$ cat src/rtl/cmpbr_pkg.sv
package cmpbr_pkg;

  localparam logic [3:0] OPC_NOP  = 4'd0;
  localparam logic [3:0] OPC_CMP  = 4'd1;
  localparam logic [3:0] OPC_BR   = 4'd2;
  localparam logic [3:0] OPC_LDI  = 4'd3;
  localparam logic [3:0] OPC_LHI  = 4'd4;
  localparam logic [3:0] OPC_ADD  = 4'd5;
  localparam logic [3:0] OPC_SUB  = 4'd6;
  localparam logic [3:0] OPC_AND  = 4'd7;
  localparam logic [3:0] OPC_OR   = 4'd8;
  localparam logic [3:0] OPC_HALT = 4'd15;

  typedef enum logic [2:0] {
    ALU_PASS, ALU_ADD, ALU_SUB, ALU_AND, ALU_OR
  } alu_op_e;

  typedef enum logic [1:0] {
    ST_FETCH0, ST_FETCH1, ST_EXEC, ST_HALT
  } seq_state_e;

  typedef enum logic [1:0] {
    BUS_REG, BUS_TGT, BUS_IMM_LO, BUS_IMM_HI
  } bus_src_e;

  typedef struct packed {
    logic z;
    logic n;
    logic v;
    logic c;
  } cc_t;

endpackage

$ cat src/rtl/cmpbr_regfile.sv
module cmpbr_regfile #(
  parameter int W    = 16,
  parameter int NREG = 8,
  localparam int RW  = $clog2(NREG)
) (
  input  logic          clk,
  input  logic          we,
  input  logic [RW-1:0] waddr,
  input  logic [W-1:0]  wdata,
  input  logic [RW-1:0] raddr_a,
  input  logic [RW-1:0] raddr_b,
  input  logic [RW-1:0] raddr_o,
  output logic [W-1:0]  rdata_a,
  output logic [W-1:0]  rdata_b,
  output logic [W-1:0]  rdata_o
);

  logic [W-1:0] regs [NREG];

  for (genvar i = 0; i < NREG; i++) begin : g_reg
    always_ff @(posedge clk) begin
      if (we && (waddr == RW'(i))) regs[i] <= wdata;
    end
  end

  assign rdata_a = regs[raddr_a];
  assign rdata_b = regs[raddr_b];
  assign rdata_o = regs[raddr_o];

endmodule

$ cat src/rtl/cmpbr_alu.sv
module cmpbr_alu
  import cmpbr_pkg::*;
#(
  parameter int W = 16
) (
  input  alu_op_e      op,
  input  logic [W-1:0] a,
  input  logic [W-1:0] b,
  output logic [W-1:0] y,
  output cc_t          cc
);

  logic [W:0]   sub_full;
  logic [W-1:0] diff;

  assign sub_full = {1'b0, a} + {1'b0, ~b} + {{W{1'b0}}, 1'b1};
  assign diff     = sub_full[W-1:0];

  always_comb begin
    unique case (op)
      ALU_ADD: y = a + b;
      ALU_SUB: y = diff;
      ALU_AND: y = a & b;
      ALU_OR:  y = a | b;
      default: y = a;
    endcase
  end

  // flags always describe a - b; the sequencer latches them only for compares
  assign cc.z = (diff == '0);
  assign cc.n = diff[W-1];
  assign cc.v = (a[W-1] != b[W-1]) && (diff[W-1] != a[W-1]);
  assign cc.c = sub_full[W];

endmodule

$ cat src/rtl/cmpbr_cond.sv
module cmpbr_cond
  import cmpbr_pkg::*;
(
  input  logic [2:0] code,
  input  cc_t        cc,
  output logic       taken
);

  logic lt;
  assign lt = cc.n ^ cc.v;

  always_comb begin
    unique case (code)
      3'd0:    taken = 1'b1;
      3'd1:    taken = cc.z;
      3'd2:    taken = !cc.z;
      3'd3:    taken = lt;
      3'd4:    taken = cc.z | lt;
      3'd5:    taken = !(cc.z | lt);
      3'd6:    taken = !lt;
      default: taken = 1'b0;
    endcase
  end

endmodule

$ cat src/rtl/cmpbr_seq.sv
module cmpbr_seq
  import cmpbr_pkg::*;
#(
  parameter int AW   = 8,
  parameter int W    = 16,
  parameter int NREG = 8,
  localparam int RW  = $clog2(NREG),
  localparam int HB  = W / 2
) (
  input  logic          clk,
  input  logic          rst,
  output logic          fetch_req,
  output logic [AW-1:0] fetch_addr,
  input  logic          fetch_ack,
  input  logic [W-1:0]  fetch_data,
  output logic [AW-1:0] pc,
  output logic [3:0]    flags,
  output logic          halted,
  input  logic [RW-1:0] obs_sel,
  output logic [W-1:0]  obs_data
);

  seq_state_e    state;
  logic [W-1:0]  i0, i1;
  cc_t           cc_q, alu_cc;

  logic [3:0]    op, fetch_op;
  logic [RW-1:0] f_rd, f_ra, f_rb, rsel_a;
  logic [2:0]    f_cond;
  logic [HB-1:0] f_imm;

  alu_op_e       alu_op;
  bus_src_e      bus_src;
  logic          writes_rd;
  logic [W-1:0]  rd_a, rd_b, bus, alu_y;
  logic          cond_ok;

  logic          exec_cmp, exec_br, br_taken, accept;

  assign op       = i0[W-1 -: 4];
  assign f_rd     = i0[W-5 -: RW];
  assign f_ra     = i0[W-5-RW -: RW];
  assign f_rb     = i0[W-5-2*RW -: RW];
  assign f_cond   = i0[2:0];
  assign f_imm    = i0[HB-1:0];
  assign fetch_op = fetch_data[W-1 -: 4];

  // decode of the held instruction word
  always_comb begin
    alu_op    = ALU_PASS;
    bus_src   = BUS_REG;
    writes_rd = 1'b0;
    rsel_a    = f_ra;
    unique case (op)
      OPC_CMP: alu_op = ALU_SUB;
      OPC_BR:  bus_src = BUS_TGT;
      OPC_LDI: begin bus_src = BUS_IMM_LO; writes_rd = 1'b1; end
      OPC_LHI: begin bus_src = BUS_IMM_HI; writes_rd = 1'b1; rsel_a = f_rd; end
      OPC_ADD: begin alu_op = ALU_ADD; writes_rd = 1'b1; end
      OPC_SUB: begin alu_op = ALU_SUB; writes_rd = 1'b1; end
      OPC_AND: begin alu_op = ALU_AND; writes_rd = 1'b1; end
      OPC_OR:  begin alu_op = ALU_OR;  writes_rd = 1'b1; end
      default: ;
    endcase
  end

  cmpbr_regfile #(.W(W), .NREG(NREG)) u_rf (
    .clk     (clk),
    .we      ((state == ST_EXEC) && writes_rd),
    .waddr   (f_rd),
    .wdata   (alu_y),
    .raddr_a (rsel_a),
    .raddr_b (f_rb),
    .raddr_o (obs_sel),
    .rdata_a (rd_a),
    .rdata_b (rd_b),
    .rdata_o (obs_data)
  );

  // shared bus source select
  always_comb begin
    unique case (bus_src)
      BUS_TGT:    bus = i1;
      BUS_IMM_LO: bus = {{(W-HB){1'b0}}, f_imm};
      BUS_IMM_HI: bus = {f_imm, rd_a[HB-1:0]};
      default:    bus = rd_a;
    endcase
  end

  cmpbr_alu #(.W(W)) u_alu (
    .op (alu_op),
    .a  (bus),
    .b  (rd_b),
    .y  (alu_y),
    .cc (alu_cc)
  );

  cmpbr_cond u_cond (
    .code  (f_cond),
    .cc    (cc_q),
    .taken (cond_ok)
  );

  assign exec_cmp = (state == ST_EXEC) && (op == OPC_CMP);
  assign exec_br  = (state == ST_EXEC) && (op == OPC_BR);
  assign br_taken = exec_br && cond_ok;
  assign accept   = fetch_req && fetch_ack;

  always_ff @(posedge clk) begin
    if (rst) begin
      state <= ST_FETCH0;
      pc    <= '0;
      cc_q  <= '0;
      i0    <= '0;
      i1    <= '0;
    end else begin
      unique case (state)
        ST_FETCH0: if (accept) begin
          i0 <= fetch_data;
          pc <= pc + AW'(1);
          if (fetch_op == OPC_BR)        state <= ST_FETCH1;
          else if (fetch_op == OPC_HALT) state <= ST_HALT;
          else                           state <= ST_EXEC;
        end
        ST_FETCH1: if (accept) begin
          i1    <= fetch_data;
          pc    <= pc + AW'(1);
          state <= ST_EXEC;
        end
        ST_EXEC: begin
          if (exec_cmp) cc_q <= alu_cc;
          if (br_taken) pc <= alu_y[AW-1:0];
          state <= ST_FETCH0;
        end
        default: state <= ST_HALT;
      endcase
    end
  end

  assign fetch_req  = (state == ST_FETCH0) || (state == ST_FETCH1);
  assign fetch_addr = pc;
  assign flags      = cc_q;
  assign halted     = (state == ST_HALT);

endmodule

$ cat config.mk
export PLATFORM = sky130hd
export DESIGN_NAME = cmpbr_seq
export DESIGN_NICKNAME = d
export VERILOG_FILES = /design/src/rtl/cmpbr_pkg.sv /design/src/rtl/cmpbr_regfile.sv /design/src/rtl/cmpbr_alu.sv /design/src/rtl/cmpbr_cond.sv /design/src/rtl/cmpbr_seq.sv
export SDC_FILE = /design/constraint.sdc
export NUM_CORES = 1
export LEC_CHECK = 0
export BUFFER_PORTS_ARGS = -buffer_cell sky130_fd_sc_hd__buf_2
export CAP_MARGIN = 20
export CORE_ASPECT_RATIO = 0.75
export CORE_UTILIZATION = 25
export CTS_BUF_LIST = sky130_fd_sc_hd__clkbuf_8
export DETAILED_ROUTE_END_ITERATION = 8
export GPL_ROUTABILITY_DRIVEN = 1
export GPL_TIMING_DRIVEN = 0
export MAX_ROUTING_LAYER = met4
export PLACE_DENSITY = 0.36
export SLEW_MARGIN = 20
export SYNTH_ARGS = -nofsm -noshare
export SYNTH_HDL_FRONTEND = slang
export SYNTH_HIERARCHICAL = 1
export SYNTH_SLANG_ARGS = --single-unit
$ cat constraint.sdc
create_clock -name clk -period 17.3 [get_ports clk]
set_input_delay 3.46 -clock clk [delete_from_list [all_inputs] [get_ports clk]]
set_output_delay 3.46 -clock clk [all_outputs]
set_load 0.005 [all_outputs]
=== Yosys cells after proc, flatten, opt, wreduce, memory -nomap -nowiden ===
Memory sizes are Yosys's and may differ from the RTL's. A register that Yosys moved wholly into a read port is not among the register bits.
Index checks and enable logic that the tools add are counted.

* Flip-flop bits (word level): 46
* Memory bits (writable): 128
* Output and inout bits: 38
* Word-level logic and storage cells: 149
* Memories: 1

{| class="wikitable"
|+ Memory list
! name !! words !! width !! read ports !! clocked after Yosys merged registers in !! wr ports !! line !! text
|-
| u_rf.regs || 8 || 16 || 3 || 1 || 1 || cmpbr_regfile.sv:18 || <nowiki>logic [W-1:0] regs [NREG];</nowiki>
|}

* Add/subtract/negate cells: 4
* Equality and inequality tests: 39
* Muxes and demuxes: 54
* Bitwise operators: 5
* Reduce and logical (&&, ||, !) cells: 38

{| class="wikitable"
|+ Operator list
! kind !! count
|-
| 2-to-1 mux 16 bit || 7
|-
| OR reduction 16 bit || 7
|-
| one-hot mux 16 bit (4 select lines) || 1
|-
| one-hot mux 16 bit (3 select lines) || 1
|-
| 2-to-1 mux 3 bit || 10
|-
| 2-to-1 mux 1 bit || 25
|-
| == test 3 bit (second input constant) || 8
|-
| == test 3 x 2 -> 1 bit (second input constant) || 6
|-
| adder 16 x 16 -> 17 bit || 1
|-
| adder 17 x 1 -> 17 bit (second input constant) || 1
|-
| adder 16 bit || 1
|-
| bitwise AND 16 bit || 1
|-
| == test 4 x 3 -> 1 bit (second input constant) || 4
|-
| zero test 16 bit || 1
|-
| 2-to-1 mux 8 bit || 2
|-
| NOT 16 bit || 1
|-
| bitwise OR 16 bit || 1
|-
| one-hot mux 8 bit (2 select lines) || 1
|-
| logical AND 1 bit || 14
|-
| == test 4 x 2 -> 1 bit (second input constant) || 3
|-
| one-hot mux 2 bit (3 select lines) || 2
|-
| one-hot mux 3 bit (4 select lines) || 1
|-
| == test 3 x 1 -> 1 bit (second input constant) || 3
|-
| adder 8 x 1 -> 8 bit (second input constant) || 1
|-
| 20 further kinds || 37
|}

=== Depth between registers and ports, before layout ===
* Word-level depth: 15
* Depth in mapped cells: 22
* Mapped depth without buffers: 18

=== Modules after synthesis ===
Netlist, hierarchy kept.

{| class="wikitable"
|+ By module, submodules not included
! module !! instances !! cells an instance !! area each (um^2) !! sequential area each (um^2)
|-
| cmpbr_regfile || 1 || 312 || 7115.6 || 3843.7
|-
| cmpbr_alu || 1 || 443 || 2936.6 || 0.0
|-
| cmpbr_seq || 1 || 316 || 2448.6 || 920.9
|-
| cmpbr_cond || 1 || 9 || 67.6 || 0.0
|}

=== Least setup slack after synthesis ===
Ideal clock, no wire load.

* Path type: input-to-output
* From: in obs_sel[0]
* To: out obs_data[1]
* Data arrival time: 4.511 ns
* Data required time: 13.840 ns
* Path slack: 9.329 ns
* Cell stages on the path: 4
* Path buffers: 2
* Cells stage by stage: buf_6 buf_6 mux4_1 mux2_2

* Word-level cells in the longest chain between the ends: 1

{| class="wikitable"
|+ Ends and longest elaborated chain
! element !! line !! text
|-
| from (decl) || cmpbr_seq.sv:19 || <nowiki>input logic [RW-1:0] obs_sel,</nowiki>
|-
| memory read (8 x 16 bit) || n/a ||
|-
| to (decl) || cmpbr_seq.sv:20 || <nowiki>output logic [W-1:0] obs_data</nowiki>
|}

No other way between the ends.

=== Worst setup path in the final report ===
* From: in obs_sel[2]
* To: out obs_data[15]

Same word-level chain as after synthesis.

==> flow_summary.json <==
{
  "reg2reg_slack_ns": 10.20,
  "reg2regPathDepth": 18,
  "power.total_mw": 2.27,
  "status": "finished, violations left",
  "grt_max_degree": 17,
  "h-tree-depth": 4,
  "drt_wl_total_um": 46400,
  "diodes": 0,
  "power_density_nw_per_um2": 158,
  "vias": 9568,
  "io_buffer_count": 56,
  "rows": 70,
  "p_comb_frac": 0.598,
  "start_kind": "input port",
  "synth-simple-area-share": 0.110,
  "cts_hold_buf": 0,
  "arrival_ns": 5.27,
  "critPathKind": "in2out",
  "ctsResizeCount": 0,
  "hpwlAfterDp_um": 35100,
  "start_util": 0.255,
  "synthTopCellsByArea": "edfxtp_1 31%, mux4_1 18%, dfxtp_1 7.3%",
  "synth_compound_area_frac": 0.131,
  "power.internal_mw": 1.19,
  "synth.avg_cell_area_um2": 11.6,
  "switching_share": 0.476,
  "final_nets": 1250,
  "hold_class": "reg2reg",
  "grt_use_total": 0.189,
  "period_needed_ns": 8.73,
  "p_switching_mw": 1.08,
  "wire_per_inst_um": 25.4,
  "cts_root_buf": "clkbuf_8",
  "areaGrowthSynthToFinish_pct": 14.4,
  "p_leak_nw": 5.15,
  "synth-xor-area-share": 0.0111,
  "fin_cells": 1830,
  "vias_per_cell": 5.23,
  "setup_viol": 0,
  "post-route-period-util": 0.505,
  "grt_antenna_before_repair": 0,
  "final_util": 0.292,
  "pwr-share-seq": 0.262,
  "p_clk_frac": 0.140,
  "grt_overflow": 0,
  "cp-end-kind": "primary output",
  "synth_ff_type": "edfxtp_1",
  "gp_congestion": 0.869,
  "syn_inst": 1080,
  "syn_nets": 1161,
  "max_freq_mhz": 115,
  "cts_tree": "yes",
  "totalNegativeSetupSlack_ns": 0,
  "crit_path_max_fanout": 10,
  "finClkSkew_ns": 0.0298,
  "synth_top_area_share": 0.306,
  "die_w_um": 261,
  "ant_nets": 0,
  "synth_warnings": 6,
  "place_inst": 1798,
  "violations": "design-rule violations",
  "worstMarginPinSlew_ns": 1.09,
  "postCtsSetupRepairBufs": 0,
  "grt_pass1_vias": 9443,
  "cts_sinks": 174,
  "synthMuxAreaShare": 0.255,
  "core-area_um2": 49200,
  "first_iter_violations": 653,
  "slew_headroom": 0.270,
  "io_pins": 60,
  "path_clk_slew_ns": 0.11,
  "yosysSeqAreaShare": 0.379,
  "crit_required_ns": 13.84,
  "hold_viol": 0,
  "syn_area_um2": 12600,
  "cts_buffers": 17,
  "ir_drop_mv": 0.0506,
  "synth_top_family_by_area": "multiplexers",
  "synth_fa_ha_area_frac": 0.0599,
  "grt_first_pass_wirelength_um": 67100,
  "synth_edf_count": 128,
  "drv_cap": 0,
  "holdWs_ns": 0.463,
  "async_flop_share": 0,
  "cts_max_path_buffers": 2,
  "ys_ff_latch": 174,
  "synth_top_area_cell": "edfxtp_1",
  "drive_gt1_frac": 0.204,
  "clk_latency_ns": 0.51,
  "ys_types": 87,
  "dieArea_um2": 51200,
  "min_path_cells": 2,
  "rsz0062_at_grt": "no",
  "maxSlewViolCount": 0,
  "drt_first_pass_iters": 7,
  "drc": 1,
  "die_y_um": 196
}
-- routing by layer --
| metal | up-vias | routed length, um | GRT usage |
|---|---|---|---|
| met1 | 4903 | 23700 | 0.281 |
| li1 | 4385 | - | - |
| met5 | - | 0 | - |
| met4 | 0 | 401 | 0.0334 |
| met2 | 256 | 19900 | 0.264 |
| met3 | 24 | 2430 | 0.0354 |
-- worst max-delay path: stages --
cell and delay (ns):
buf_2 0.17, buf_1 0.73, mux4_2 0.41, mux2_2 0.34, buf_2 0.15
-- area by class of cell --
cell class              count  area [um^2]
clock buffers              18          248
repair buffers             70          489
inverters                  55          206
multi-input cells         767         7210
plain buffers              84          478
flip-flops and latches    174         4760
well taps                 648          811
fillers                  5173        34800
clock inverters            14          168
-- synthesized netlist by cell type, types with 7 or more instances --
| cell type | n |
|---|---|
| a211oi_1 | 17 |
| a21oi_1 | 90 |
| a221o_1 | 15 |
| a221oi_1 | 8 |
| a22oi_1 | 9 |
| buf_1 | 14 |
| buf_2 | 7 |
| buf_4 | 10 |
| buf_6 | 15 |
| clkbuf_1 | 35 |
| dfxtp_1 | 46 |
| edfxtp_1 | 128 |
| ha_1 | 57 |
| inv_1 | 51 |
| mux2_2 | 53 |
| mux2i_1 | 11 |
| mux4_1 | 84 |
| mux4_2 | 12 |
| nand2_1 | 118 |
| nand2b_1 | 9 |
| nand3_1 | 13 |
| nor2_1 | 74 |
| nor2b_1 | 12 |
| nor3_1 | 11 |
| nor3b_1 | 10 |
| o211ai_1 | 10 |
| o21ai_0 | 28 |
| o21bai_1 | 11 |
| xnor2_1 | 11 |
-- flip-flops by register name, summed over array words and instances (netlist names) --
register / flops
fetch_addr: 8
state: 2
flags: 4
i0: 16
i1: 16
u_rf/regs: 128
-- cells in the final DEF (no fill, tap or decap), types with 18 or more instances in the layout --
master    Yosys  layout
inv_1        51      51
edfxtp_1    128     128
ha_1         57      57
buf_2         7      63
o21ai_0      28      26
nand2_1     118     118
clkbuf_1     35      35
a21oi_1      90      87
mux4_1       84      84
clkbuf_8      0      18
buf_4        10      18
mux2_2       53      53
nor2_1       74      68
dfxtp_1      46      46
-- worst paths after layout --
kind	from	to
max	obs_sel[2]	obs_data[15]
min	i0[8]	i0[8]
max reg2reg	i0[13]	flags[3]
min reg2reg	i0[8]	i0[8]
-- cells by family (layout without fill, tap and decap cells) --
family          count (synthesis)  count (layout)
compound gates                242             242
xor+xnor                       16              16
fa+ha+maj                      59              59
buf+inv                       139             241
flops                         174             174
mux                           161             161
simple gates                  289             289
-- metrics by stage --
step                      worst slack (ns)  area (um^2)
after global routing                  8.51        14400
final                                 8.57        14400
after floorplan                       9.33        12600
after CTS                             8.57        14400
after global placement                8.55        13700
after detailed placement              8.57        14000
-- power by group through the flow --
stage	Combinational [mW]	Clock [mW]	Sequential, mW
3_3_place_gp	1.33	0	0.606
6_report	1.36	0.317	0.594
3_5_place_dp	1.35	0	0.604
2_1_floorplan	0.882	0	0.589
4_1_cts	1.35	0.326	0.595
5_1_grt	1.47	0.342	0.599
No activity file was read; power rests on OpenSTA's default activity.
